File: src/rtl/vsreject_pkg.sv
package vsreject_pkg;

  localparam int CFG_W           = 3;
  localparam int CFG_REJ_BIT     = 0;
  localparam int CFG_SWAP_BIT    = 1;
  localparam int CFG_ONESHOT_BIT = 2;

  // Field order follows the configuration word bit positions (MSB first).
  typedef struct packed {
    logic oneShot;
    logic swapRoles;
    logic rejectEn;
  } cfg_t;

  // Edge strobes derived from raw inputs versus their registered copies.
  typedef struct packed {
    logic clampRise;
    logic clampFall;
    logic calRise;
    logic calFall;
  } edges_t;

  // Strobes from control to datapath.
  typedef struct packed {
    logic openWin;
    logic closeWin;
  } winCtl_t;

endpackage

File: src/rtl/vsreject_cfg.sv
module vsreject_cfg
  import vsreject_pkg::*;
(
  input  logic             clk,
  input  logic             rstN,
  input  logic             wrEn,
  input  logic [CFG_W-1:0] wrData,
  output cfg_t             cfgShadow
);

  always_ff @(posedge clk or negedge rstN) begin
    if (!rstN) begin
      cfgShadow <= '0;
    end else if (wrEn) begin
      cfgShadow <= cfg_t'(wrData);
    end
  end

endmodule

File: src/rtl/vsreject_ctrl.sv
module vsreject_ctrl
  import vsreject_pkg::*;
(
  input  cfg_t    cfgShadow,
  input  edges_t  edges,
  input  logic    clampNow,
  input  logic    calNow,
  input  logic    windowOpen,
  output winCtl_t winCtl
);

  logic openerFall;
  logic closerHigh;
  logic armed;
  logic anyRise;

  // Opening pulse: calibration when not swapped, clamp when swapped.
  always_comb begin
    if (cfgShadow.swapRoles) begin
      openerFall = edges.clampFall;
      closerHigh = calNow;
    end else begin
      openerFall = edges.calFall;
      closerHigh = clampNow;
    end
  end

  // The configuration is sampled only at the opening edge, so writes made
  // mid-window are used from the next line onward.
  assign armed   = cfgShadow.rejectEn && !cfgShadow.oneShot;
  assign anyRise = edges.clampRise || edges.calRise;

  always_comb begin
    winCtl          = '0;
    winCtl.openWin  = !windowOpen && armed && openerFall && !closerHigh;
    winCtl.closeWin = windowOpen && anyRise;
  end

endmodule

File: src/rtl/vsreject_datapath.sv
module vsreject_datapath
  import vsreject_pkg::*;
(
  input  logic    clk,
  input  logic    rstN,
  input  logic    clampIn,
  input  logic    calIn,
  input  winCtl_t winCtl,
  output edges_t  edges,
  output logic    windowOpen,
  output logic    clampEn,
  output logic    calWindow,
  output logic    overlapErr
);

  logic clampQ;
  logic calQ;
  logic rejectQ;
  logic overlapQ;

  always_ff @(posedge clk or negedge rstN) begin
    if (!rstN) begin
      clampQ <= 1'b0;
      calQ   <= 1'b0;
    end else begin
      clampQ <= clampIn;
      calQ   <= calIn;
    end
  end

  always_comb begin
    edges.clampRise = clampIn && !clampQ;
    edges.clampFall = !clampIn && clampQ;
    edges.calRise   = calIn && !calQ;
    edges.calFall   = !calIn && calQ;
  end

  always_ff @(posedge clk or negedge rstN) begin
    if (!rstN) begin
      rejectQ <= 1'b0;
    end else if (winCtl.openWin) begin
      rejectQ <= 1'b1;
    end else if (winCtl.closeWin) begin
      rejectQ <= 1'b0;
    end
  end

  always_ff @(posedge clk or negedge rstN) begin
    if (!rstN) begin
      overlapQ <= 1'b0;
    end else if (clampIn && calIn) begin
      overlapQ <= 1'b1;
    end
  end

  assign windowOpen = rejectQ;
  assign clampEn    = clampQ;
  assign calWindow  = calQ;
  assign overlapErr = overlapQ;

endmodule

File: src/rtl/vsreject_top.sv
module vsreject_top
  import vsreject_pkg::*;
(
  input  logic             clk,
  input  logic             rstN,
  input  logic             cfgWrEn,
  input  logic [CFG_W-1:0] cfgWrData,
  input  logic             clampIn,
  input  logic             calIn,
  output logic             rejectOut,
  output logic             clampEn,
  output logic             calWindow,
  output logic             overlapErr
);

  cfg_t    cfgShadow;
  edges_t  edges;
  winCtl_t winCtl;
  logic    windowOpen;

  vsreject_cfg cfg_i (
    .clk       (clk),
    .rstN      (rstN),
    .wrEn      (cfgWrEn),
    .wrData    (cfgWrData),
    .cfgShadow (cfgShadow)
  );

  vsreject_ctrl ctrl_i (
    .cfgShadow  (cfgShadow),
    .edges      (edges),
    .clampNow   (clampIn),
    .calNow     (calIn),
    .windowOpen (windowOpen),
    .winCtl     (winCtl)
  );

  vsreject_datapath dp_i (
    .clk        (clk),
    .rstN       (rstN),
    .clampIn    (clampIn),
    .calIn      (calIn),
    .winCtl     (winCtl),
    .edges      (edges),
    .windowOpen (windowOpen),
    .clampEn    (clampEn),
    .calWindow  (calWindow),
    .overlapErr (overlapErr)
  );

  assign rejectOut = windowOpen;

endmodule

File: config.mk
export PLATFORM = sky130hd
export DESIGN_NAME = vsreject_top
export DESIGN_NICKNAME = d
export VERILOG_FILES = /design/src/rtl/vsreject_pkg.sv /design/src/rtl/vsreject_cfg.sv /design/src/rtl/vsreject_ctrl.sv /design/src/rtl/vsreject_datapath.sv /design/src/rtl/vsreject_top.sv
export SDC_FILE = /design/constraint.sdc
export NUM_CORES = 1
export LEC_CHECK = 0
export BUFFER_PORTS_ARGS = -buffer_cell sky130_fd_sc_hd__clkbuf_2
export CORE_AREA = 2 2 39 41
export DETAILED_ROUTE_END_ITERATION = 7
export DIE_AREA = 0 0 41 43
export GPL_TIMING_DRIVEN = 1
export MAX_ROUTING_LAYER = met4
export SETUP_SLACK_MARGIN = 0.05
export SYNTH_ARGS = -nofsm -noshare
export SYNTH_HDL_FRONTEND = slang
export SYNTH_SLANG_ARGS = --single-unit
File: constraint.sdc
create_clock -name clk -period 0.8 [get_ports clk]
set_input_delay 0.04 -clock clk [delete_from_list [all_inputs] [get_ports clk]]
set_output_delay 0.04 -clock clk [all_outputs]
set_load 0.02 [all_outputs]
==> metrics.yaml <==
run_status:
  status: "complete, but fails checks"
  violations: "negative setup slack"
detailed_routing:
  wl_met3_um: 17
  remaining_drc_errors: 0
  ant_nets: 0
  vias: 214
  wl_met2_um: 391
  dr.pass1.iters: 1
  wl_per_cell_um: 12.4
  avgViaCountPerCell: 4.20
  wl_um: 630
  drt_iter0_markers: 0
  met1_length_um: 202
  routed.top_layer: "met4"
cts:
  cts_tree: "built"
  post-cts-setup-buffers: 0
  ctsLongestPathBuffers: 2
  h-tree-depth: 1
  cts_buffers: 3
  cts-root-buf: "clkbuf_4"
  cts.sinks: 7
  clock_latency_ns: 0.25
  clkTransAtPathRegs_ns: 0.05
die:
  coreArea_sq_mm: 0.00138
  start_util_pct: 19.1
  rows: 14
  die_area_sq_mm: 0.00176
  ios: 12
  dieHeight_um: 43
  chipWidth_um: 41
sta:
  maxSlewViolCount: 0
  fin_ws_ns: -0.0837
  maxSlewHeadroom_pct: 86.8
  clock_skew_ns: 0.00179
  worst_slew_pin_slew_ns: 0.197
  timing.final.crit_share_pct: 110
  min_period_ns: 0.884
  setup_viol: 5
  hold_violations: 0
  fmax_ghz: 1.13
  rsz0062_at_grt: "true"
global_routing:
  grt_pass1_wl_um: 890
  grt_pass1_vias: 229
  grt_start_max_net_pins: 8
  grtUsageTotal_pct: 8.59
  overflow: 0
  antenna_found_initial: 0
layout:
  layout-drive-gt1-share_pct: 57.1
  area_growth_pct: 62.6
  fin_area_sq_um: 429
  diodes: 0
  layout.nets: 44
power:
  p_leak_nw: 0.196
  vdd_drop_max_mv: 0.409
  power_density_mw_per_mm2: 1920
  power_mw: 0.825
yosys:
  syn_inst: 17
  ys_seq_area_share_pct: 66.4
  synthMuxAreaShare_pct: 12.8
  synth_compound_area_share_pct: 12.3
  synth_cell_types: 9
  synth_top_family_by_area: "multiplexers"
  synth_fp_nets: 25
  synthAdderAreaFrac_pct: 0
  synth_warnings: 0
  syn_area_sq_um: 264
  synthSimpleGateAreaFrac_pct: 7.11
  ys_ff_latch: 7
  synthXorXnorAreaFrac_pct: 0
  synth_area_per_cell_sq_um: 15.5
setup_path:
  crit_chain: "nor4b_2, o221a_1"
  crit_required_ns: 0.98
  slowest_stage: "dfrtp_1"
  crit_type: "flip-flop to flip-flop"
  arrival_ns: 1.07
  cpPeakStageDelay_ns: 0.39
  critPathCaptureType: "flip-flop"
  reg2reg_slack_ns: -0.08
  critPathMaxFanout: 2
  start_kind: "flip-flop"
min_path:
  hold_path.class: "primary input to flip-flop"
job:
  max_cap_violations: 0
place:
  numPortBuffers: 11
  place_congestion: 0.560
  place_area_sq_um: 340
area by class of cell:
type                    instances  area (sq um)
clock buffers                   4          26.3
fillers                       152           955
inverters                       1          3.75
multi-input cells               9          92.6
flip-flops and latches          7           176
well taps                      16          20.0
repair buffers                 14           110
report_power, final:
| part | internal (mW) | switching (mW) | leakage (nW) |
|---|---|---|---|
| registers | 0.377 | 0.0169 | 0.0793 |
| clock network | 0.190 | 0.133 | 0.0150 |
| logic | 0.0642 | 0.0431 | 0.102 |
registers in the layout, indices dropped and copies added (netlist names):
signal           flops
dp_i.calWindow       1
dp_i.overlapErr      1
cfg_i.cfgShadow      3
dp_i.clampEn         1
dp_i.windowOpen      1
cell families (layout without fill, tap and decap cells):
kind of cell / after synthesis / count (layout)
flip-flops: 7 / 7
AO/OA/AOI/OAI: 4 / 4
AND/OR/NAND/NOR: 2 / 2
buffers and inverters: 1 / 19
multiplexers: 3 / 3
final timing paths:
path / startpoint / end / cells after the start
min reg2reg: dp_i.overlapErr / dp_i.overlapErr / 1
min in group asynchronous: rstN / dp_i.clampEn / 2
max reg2reg: cfg_i.cfgShadow[2] / dp_i.windowOpen / 2
min: cfgWrData[2] / cfg_i.cfgShadow[2] / 2
max: cfg_i.cfgShadow[2] / dp_i.windowOpen / 2
max in group asynchronous: rstN / dp_i.windowOpen / 2
per-layer routing:
layer	GRT usage, %	up-vias
met5	-	-
met4	10.0	0
met3	1.57	2
met2	15.0	7
met1	5.57	105
li1	-	100
timing repair:
action                                  in CTS  in global routing
resized for setup                            1                 13
hold endpoints to repair                     9                  0
endpoints found under the setup margin       7                  8
hold buffers                                 3                  0
cells in the final DEF, fill, tap and decap left out, drive strengths merged:
cell type / netlist / layout
dlygate4sd3: 0 / 3
a21oi: 1 / 1
buf: 0 / 4
clkbuf: 0 / 11
inv: 1 / 1
o21bai: 1 / 1
nor2: 1 / 1
a21o: 1 / 1
nor4b: 1 / 1
o221a: 1 / 1
dfrtp: 7 / 7
mux2: 3 / 3
worst max-delay path: cells and delay by family, from the launching register on:
kind            cells  cell delay, ns
compound gates      1            0.21
flops               1            0.39
simple gates        1            0.22
cells in the mapped netlist:
library cell / n / share of area [%]
o221a_1: 1 / 4.3
mux2_2: 3 / 13
a21o_2: 1 / 3.3
dfrtp_1: 7 / 66
nor4b_2: 1 / 5.7
o21bai_1: 1 / 2.8
nor2_1: 1 / 1.4
inv_1: 1 / 1.4
a21oi_1: 1 / 1.9
through the flow:
stage / worst slack, ns / utilization, % / std cells / TNS, ns / hold slack [ns]
6_report: -0.0837 / 31.0 / 51 / -0.189 / 0.0216
2_1_floorplan: -0.0651 / - / 17 / -0.0651 / -0.256
4_1_cts: -0.0994 / 28.9 / 51 / -0.303 / 0.0106
5_1_grt: -0.121 / 31.0 / 51 / -0.318 / 0.0282
3_5_place_dp: -0.0928 / 24.6 / 44 / -0.0928 / -0.114
3_3_place_gp: -0.0466 / 24.6 / 44 / -0.0466 / -0.116
Power figures use the tool's default switching activity.
